<file path="src/rtl/sram_strobe_pkg.sv">
package sram_strobe_pkg;

  typedef enum logic [2:0] {
    ST_IDLE,
    ST_SETUP,
    ST_STROBE,
    ST_HOLD,
    ST_TURN
  } phase_e;

  // Nanosecond limit (given in ps) rounded up to whole clocks, never below one.
  function automatic int unsigned ps_to_cyc(int unsigned t_ps, int unsigned clk_ps);
    int unsigned c;
    c = (t_ps + clk_ps - 1) / clk_ps;
    return (c < 1) ? 1 : c;
  endfunction

  // Cycles still owed after 'used' cycles of other phases; floor of one.
  function automatic int unsigned rest_cyc(int unsigned need, int unsigned used);
    return (need > used) ? (need - used) : 1;
  endfunction

  function automatic int unsigned max3(int unsigned a, int unsigned b, int unsigned c);
    int unsigned m;
    m = (a > b) ? a : b;
    return (m > c) ? m : c;
  endfunction

endpackage

</file>
<file path="src/rtl/sram_phase_timer.sv">
module sram_phase_timer #(
  parameter int unsigned CNT_W = 2
) (
  input  logic             clk,
  input  logic             rst,
  input  logic             load,
  input  logic [CNT_W-1:0] load_val,
  output logic             done
);

  logic [CNT_W-1:0] cnt_q;

  always_ff @(posedge clk) begin
    if (rst) begin
      cnt_q <= '0;
    end else if (load) begin
      cnt_q <= load_val;
    end else if (cnt_q != '0) begin
      cnt_q <= cnt_q - 1'b1;
    end
  end

  assign done = (cnt_q == '0);

endmodule

</file>
<file path="src/rtl/sram_strobe_seq.sv">
module sram_strobe_seq
  import sram_strobe_pkg::*;
#(
  parameter int unsigned SETUP_CYC = 1,
  parameter int unsigned RD_STB    = 2,
  parameter int unsigned WR_STB    = 2,
  parameter int unsigned HOLD_CYC  = 1,
  parameter int unsigned TURN_CYC  = 1,
  parameter int unsigned CNT_W     = 2
) (
  input  logic clk,
  input  logic rst,
  input  logic start,
  input  logic start_wr,
  output logic capture,
  output logic ce_n,
  output logic we_n,
  output logic oe_n,
  output logic dq_oe,
  output logic ready
);

  phase_e           phase_q, phase_d;
  logic             wr_q, wr_d;
  logic             tmr_load;
  logic [CNT_W-1:0] tmr_val;
  logic             tmr_done;

  sram_phase_timer #(.CNT_W(CNT_W)) timer_i (
    .clk      (clk),
    .rst      (rst),
    .load     (tmr_load),
    .load_val (tmr_val),
    .done     (tmr_done)
  );

  always_comb begin
    phase_d  = phase_q;
    wr_d     = wr_q;
    tmr_load = 1'b0;
    tmr_val  = '0;
    unique case (phase_q)
      ST_IDLE: begin
        if (start) begin
          phase_d  = ST_SETUP;
          wr_d     = start_wr;
          tmr_load = 1'b1;
          tmr_val  = CNT_W'(SETUP_CYC - 1);
        end
      end
      ST_SETUP: begin
        if (tmr_done) begin
          phase_d  = ST_STROBE;
          tmr_load = 1'b1;
          tmr_val  = wr_q ? CNT_W'(WR_STB - 1) : CNT_W'(RD_STB - 1);
        end
      end
      ST_STROBE: begin
        if (tmr_done) begin
          phase_d  = wr_q ? ST_HOLD : ST_TURN;
          tmr_load = 1'b1;
          tmr_val  = wr_q ? CNT_W'(HOLD_CYC - 1) : CNT_W'(TURN_CYC - 1);
        end
      end
      ST_HOLD, ST_TURN: begin
        if (tmr_done) phase_d = ST_IDLE;
      end
      default: phase_d = ST_IDLE;
    endcase
  end

  // Read data is taken on the final clock of the read strobe.
  assign capture = (phase_q == ST_STROBE) && tmr_done && !wr_q;

  // Strobes are decoded from the next phase and registered.
  always_ff @(posedge clk) begin
    if (rst) begin
      phase_q <= ST_IDLE;
      wr_q    <= 1'b0;
      ce_n    <= 1'b1;
      we_n    <= 1'b1;
      oe_n    <= 1'b1;
      dq_oe   <= 1'b0;
      ready   <= 1'b1;
    end else begin
      phase_q <= phase_d;
      wr_q    <= wr_d;
      ce_n    <= !((phase_d == ST_STROBE) || (phase_d == ST_HOLD));
      we_n    <= !((phase_d == ST_STROBE) && wr_d);
      oe_n    <= !((phase_d == ST_STROBE) && !wr_d);
      dq_oe   <= wr_d && (phase_d inside {ST_SETUP, ST_STROBE, ST_HOLD});
      ready   <= (phase_d == ST_IDLE);
    end
  end

endmodule

</file>
<file path="src/rtl/sram_data_path.sv">
module sram_data_path #(
  parameter int unsigned ADDR_W = 19,
  parameter int unsigned DATA_W = 8
) (
  input  logic              clk,
  input  logic              rst,
  input  logic              accept,
  input  logic [ADDR_W-1:0] req_addr,
  input  logic [DATA_W-1:0] req_wdata,
  input  logic              capture,
  input  logic [DATA_W-1:0] ram_dq_in,
  output logic [ADDR_W-1:0] ram_addr,
  output logic [DATA_W-1:0] ram_dq_out,
  output logic              rsp_valid,
  output logic [DATA_W-1:0] rsp_rdata
);

  always_ff @(posedge clk) begin
    if (rst) begin
      ram_addr   <= '0;
      ram_dq_out <= '0;
    end else if (accept) begin
      ram_addr   <= req_addr;
      ram_dq_out <= req_wdata;
    end
  end

  always_ff @(posedge clk) begin
    if (rst) begin
      rsp_valid <= 1'b0;
      rsp_rdata <= '0;
    end else begin
      rsp_valid <= capture;
      if (capture) rsp_rdata <= ram_dq_in;
    end
  end

endmodule

</file>
<file path="src/rtl/sram_strobe_ctrl.sv">
module sram_strobe_ctrl
  import sram_strobe_pkg::*;
#(
  parameter int unsigned ADDR_W     = 19,
  parameter int unsigned DATA_W     = 8,
  parameter int unsigned CLK_PS     = 5000,
  parameter int unsigned T_RC_PS    = 10000,
  parameter int unsigned T_AA_PS    = 10000,
  parameter int unsigned T_DOE_PS   = 4500,
  parameter int unsigned T_HZOE_PS  = 5000,
  parameter int unsigned T_WC_PS    = 10000,
  parameter int unsigned T_PWE_PS   = 7000,
  parameter int unsigned T_SCE_PS   = 7000,
  parameter int unsigned T_SD_PS    = 5000,
  parameter int unsigned T_HD_PS    = 0,
  parameter int unsigned T_SA_PS    = 0
) (
  input  logic              clk,
  input  logic              rst,
  input  logic              req_valid,
  output logic              req_ready,
  input  logic              req_write,
  input  logic [ADDR_W-1:0] req_addr,
  input  logic [DATA_W-1:0] req_wdata,
  output logic              rsp_valid,
  output logic [DATA_W-1:0] rsp_rdata,
  output logic [ADDR_W-1:0] ram_addr,
  output logic              ram_ce_n,
  output logic              ram_we_n,
  output logic              ram_oe_n,
  output logic [DATA_W-1:0] ram_dq_out,
  output logic              ram_dq_oe,
  input  logic [DATA_W-1:0] ram_dq_in
);

  localparam int unsigned SETUP_CYC = ps_to_cyc(T_SA_PS, CLK_PS);
  localparam int unsigned HOLD_CYC  = ps_to_cyc(T_HD_PS, CLK_PS);
  localparam int unsigned TURN_CYC  = ps_to_cyc(T_HZOE_PS, CLK_PS);
  localparam int unsigned RD_STB    = max3(ps_to_cyc(T_AA_PS, CLK_PS),
                                           ps_to_cyc(T_DOE_PS, CLK_PS),
                                           rest_cyc(ps_to_cyc(T_RC_PS, CLK_PS),
                                                    SETUP_CYC + TURN_CYC));
  localparam int unsigned WR_STB    = max3(ps_to_cyc(T_PWE_PS, CLK_PS),
                                           ps_to_cyc(T_SCE_PS, CLK_PS),
                                           max3(rest_cyc(ps_to_cyc(T_SD_PS, CLK_PS), SETUP_CYC),
                                                rest_cyc(ps_to_cyc(T_WC_PS, CLK_PS),
                                                         SETUP_CYC + HOLD_CYC),
                                                1));
  localparam int unsigned MAX_CYC   = max3(RD_STB, WR_STB,
                                           max3(SETUP_CYC, HOLD_CYC, TURN_CYC));
  localparam int unsigned CNT_W     = $clog2(MAX_CYC + 1);

  logic accept;
  logic capture;

  assign accept = req_valid && req_ready;

  sram_strobe_seq #(
    .SETUP_CYC (SETUP_CYC),
    .RD_STB    (RD_STB),
    .WR_STB    (WR_STB),
    .HOLD_CYC  (HOLD_CYC),
    .TURN_CYC  (TURN_CYC),
    .CNT_W     (CNT_W)
  ) seq_i (
    .clk      (clk),
    .rst      (rst),
    .start    (accept),
    .start_wr (req_write),
    .capture  (capture),
    .ce_n     (ram_ce_n),
    .we_n     (ram_we_n),
    .oe_n     (ram_oe_n),
    .dq_oe    (ram_dq_oe),
    .ready    (req_ready)
  );

  sram_data_path #(
    .ADDR_W (ADDR_W),
    .DATA_W (DATA_W)
  ) path_i (
    .clk        (clk),
    .rst        (rst),
    .accept     (accept),
    .req_addr   (req_addr),
    .req_wdata  (req_wdata),
    .capture    (capture),
    .ram_dq_in  (ram_dq_in),
    .ram_addr   (ram_addr),
    .ram_dq_out (ram_dq_out),
    .rsp_valid  (rsp_valid),
    .rsp_rdata  (rsp_rdata)
  );

endmodule

</file>
<file path="config.mk">
export PLATFORM = sky130hd
export DESIGN_NAME = sram_strobe_ctrl
export DESIGN_NICKNAME = d
export VERILOG_FILES = /design/src/rtl/sram_strobe_pkg.sv /design/src/rtl/sram_phase_timer.sv /design/src/rtl/sram_strobe_seq.sv /design/src/rtl/sram_data_path.sv /design/src/rtl/sram_strobe_ctrl.sv
export SDC_FILE = /design/constraint.sdc
export NUM_CORES = 1
export LEC_CHECK = 0
export ABC_AREA = 1
export BUFFER_PORTS_ARGS = -buffer_cell sky130_fd_sc_hd__buf_2
export CORE_ASPECT_RATIO = 0.5
export CORE_MARGIN = 2
export CORE_UTILIZATION = 46
export CTS_CLUSTER_DIAMETER = 150
export DETAILED_ROUTE_END_ITERATION = 6
export GPL_TIMING_DRIVEN = 1
export PLACE_DENSITY = 0.78
export SETUP_SLACK_MARGIN = 0.3
export SLEW_MARGIN = 20
export SYNTH_ARGS = -nofsm -noshare
export SYNTH_HDL_FRONTEND = slang
export SYNTH_SLANG_ARGS = --single-unit
</file>
<file path="constraint.sdc">
create_clock -name clk -period 1.4 [get_ports clk]
set_input_delay 0.21 -clock clk [delete_from_list [all_inputs] [get_ports clk]]
set_output_delay 0.21 -clock clk [all_outputs]
set_load 0.02 [all_outputs]
</file>
==> metrics.md <==
| Metric | Value |
|---|---|
| TritonCTS clock tree | `done` |
| Crit Path Max Fanout | `3` |
| Setup TNS | `0 ns` |
| Crit Reg-Reg Endpoint | `seq_i.we_n` |
| Worst EP required | `approximately 1.6 ns` |
| Worst skew pair latency | `about 0.3 ns` |
| Vias in the first global route | `between 1500 and 2000` |
| First-pass GRT wire length | `around 6900 um` |
| Synth top area cells | `dfxtp_1 (53%), nor2_1 (14%), nand2_1 (8.2%), o21ai_0 (7.3%), inv_1 (2.9%)` |
| Sequential share of the synthesized area | `0.527` |
| Ports | `80` |
| Worst-Margin Slew | `0.470 ns` |
| Post-detail-place hpwl | `3100 um` |
| Dpl ws | `between 0.15 and 0.2 ns` |
| Hold Crit Depth | `3` |
| Register-to-register setup slack | `0.13 ns` |
| Total gr overflow | `0` |
| Post-detailed-route count of antenna-violating nets | `0` |
| CP Cell Sequence | `inv_4 -> ha_4 -> o21ai_1 -> nor2_2 -> inv_1 -> nand3_1 -> nor2_1 -> nand2_1` |
| Syn. warnings | `0` |
| Footprint of the multi-input gates | `about 830 um2` |
| Setup Crit Path Kind | `register to register` |
| Hold EP | `path_i.ram_addr[9]` |
| Initial DRC count | `59` |
| Post-Syn Area | `between 1500 and 2000 um2` |
| Final Hold Violating Endpoints | `0` |
| Initial Util | `0.500` |
| Synth area leader | `dfxtp_1` |
| CTS Buf Count | `5` |
| Start point of the worst hold path | `req_addr[9]` |
| Pleak | `0.00125 uW` |
| Max Clock Freq | `slightly below 800 MHz` |
| CTS sink cnt | `47` |
| Unrepaired setup endpoints after global routing | `yes` |
| Non-filler cells, final | `around 380` |
| Util after Layout | `0.713` |
| # diodes | `0` |
| Width of the chip | `~90 um` |
| # rows | `15` |
| Vias | `around 1800` |
| DP Cell Count | `roughly 360` |
| Crit end category | `register` |
| Largest stage delay on the critical path | `about 0.36 ns` |
| CTS Hold Buffers Added | `0` |
| Crit share post-route | `0.908` |
| Critical-path top delay cell | `dfxtp_2` |
| Worst EP arrival | `roughly 1.5 ns` |
| Max Cap Viol | `0` |
| Slew Limit Fails | `0` |
| Fraction of layout cells with a size suffix above 1 | `0.424` |
| Die area | `around 4400 um2` |
| Sequential cell area | `between 900 and 1000 um2` |
| Final Setup Violations | `0` |
| Synth top area share | `0.527` |
| Layout Skew | `~0.0047 ns` |
| Max clock buf depth | `2` |
| Port-buffer cells | `slightly below 80` |
| Root buffer cell | `clkbuf_8` |
| Drt pass-1 iters | `4` |
| Residual DRC count | `0` |
| Peak VDD IR | `0.000851 V` |
| Fillers | `305` |
| Crit Reg-Reg Startpoint | `seq_i.timer_i.cnt_q[1]` |
| Largest net degree at the start of global routing | `28` |
| Setup ws final | `about 0.13 ns` |
| Yosys cell types | `22` |
| Power density over the cells | `1760 nW/um2` |
| Vias/cell | `4.78` |
| Avg WL per Cell | `around 12 um` |
| Die height | `approximately 48 um` |
| Cells after synthesis | `238` |
| Gpl congestion | `just under 1` |
| Antenna violations before repair | `0` |
| Total power draw | `between 4000 and 5000 uW` |
| H-tree depth | `2` |
| CP Launch Type | `register` |
| Avg Cell Area, Syn | `7.50 um2` |
| Headroom to the max-slew limit | `0.686` |
| Min Tclk post-route | `~1.3 ns` |
| Final net count | `around 370` |
| R2R cell count | `8` |
| Outcome | `finished clean` |
| Core Area | `3570 um2` |
| Min-delay worst type | `input pin to register` |
| Area Growth Syn to Fin | `42.5%` |
| Synth Net Count | `approximately 280` |
| Routed WL | `between 4000 and 5000 um` |
| Gr usage total | `0.205` |
| Synth Register Bits | `47` |
| Clock-pin slew on the worst setup and hold paths | `around 0.09 ns` |
## per-stage QoR
| stage | hold WS (ns) | cell area [um2] |
|---|---|---|
| 4_1_cts | 0.142 | 2450 |
| 2_1_floorplan | 0.272 | 1820 |
| 5_1_grt | 0.148 | 2540 |
| 3_3_place_gp | 0.449 | 2290 |
| 6_report | 0.147 | 2540 |
| 3_5_place_dp | 0.456 | 2290 |
## how the worst max path moves through the flow
stage	startpoint	end	slack, ns	cells after the start
CTS	seq_i.phase_q[2]	path_i.rsp_rdata[7]	0.19	7
global placement	seq_i.timer_i.cnt_q[1]	seq_i.we_n	0.25	7
floorplan	seq_i.timer_i.cnt_q[0]	seq_i.we_n	0.30	7
finish	seq_i.timer_i.cnt_q[1]	seq_i.we_n	0.13	8
global route	seq_i.timer_i.cnt_q[1]	seq_i.we_n	0.06	8
detailed placement	seq_i.phase_q[0]	seq_i.we_n	0.16	6
## layer usage
| metal | vias up | wire length [um] | GRT usage |
|---|---|---|---|
| li1 | 923 | - | - |
| met1 | 823 | 1800 | 0.213 |
| met2 | 55 | 2320 | 0.409 |
| met3 | 9 | 256 | 0.0583 |
| met4 | 0 | 86 | 0.107 |
| met5 | - | 0 | 0 |
## critical path, delay by kind of cell, from the launching register on
family / cells / cell delay, ns
compound gates: 1 / 0.18
buf+inv: 2 / 0.12
simple gates: 4 / 0.33
flops: 1 / 0.36
fa+ha+maj: 1 / 0.17
## cells by family after synthesis
| logic type | share of synthesized area |
|---|---|
| flip-flops | 0.527 |
| buffers and inverters | 0.0638 |
| adder cells (fa/ha/maj) | 0.0140 |
| AND/OR/NAND/NOR | 0.283 |
| AO/OA/AOI/OAI | 0.112 |
## cell usage after synthesis
library cell,count
a21oi_1,8
a21oi_2,1
buf_1,2
buf_4,1
clkbuf_1,6
clkinv_4,1
dfxtp_1,47
ha_1,2
inv_1,14
inv_2,4
nand2_1,39
nand2_2,1
nand3_1,9
nand3_2,1
nand3_4,1
nand4_1,1
nor2_1,66
nor2_2,2
nor2b_1,1
nor3b_1,1
o21ai_0,26
o21ai_1,4
## sequential cells by signal, summed over array words and instances (netlist names), 2 cells and up
register / flops
path_i.ram_addr: 19
path_i.ram_dq_out: 8
path_i.rsp_rdata: 8
seq_i.phase_q: 3
seq_i.timer_i.cnt_q: 2
## where the power goes
part	internal (uW)	switching [uW]	leakage, uW
Combinational	692	1070	0.000808
Sequential	1580	142	0.000388
Clock	532	461	0.0000581
## repair_timing
action                     4_1_cts  5_1_grt
setup endpoints to repair       18       46
gates resized for setup         12       20
buffers inserted                 2        5
gates cloned                     0        0
pin swaps                        4       10
## final cells by class
| type | count | share of cell area |
|---|---|---|
| flip-flops and latches | 47 | 0.373 |
| multi-input cells | 163 | 0.326 |
| repair buffers | 91 | 0.199 |
| inverters | 19 | 0.0330 |
| clock buffers | 5 | 0.0271 |
| well taps | 51 | 0.0251 |
| clock inverters | 3 | 0.0172 |
## layout by cell type (no fill, tap or decap), drive strengths merged
master and count:
nor2 68, dfxtp 47, nor3b 1, o21ai 30, ha 2, buf 91
nand3 11, bufinv 1, clkinv 3, inv 18, nand4 1, clkbuf 5
nor2b 1, nand2 40, a21oi 9
(Power assumes the default switching activity.)
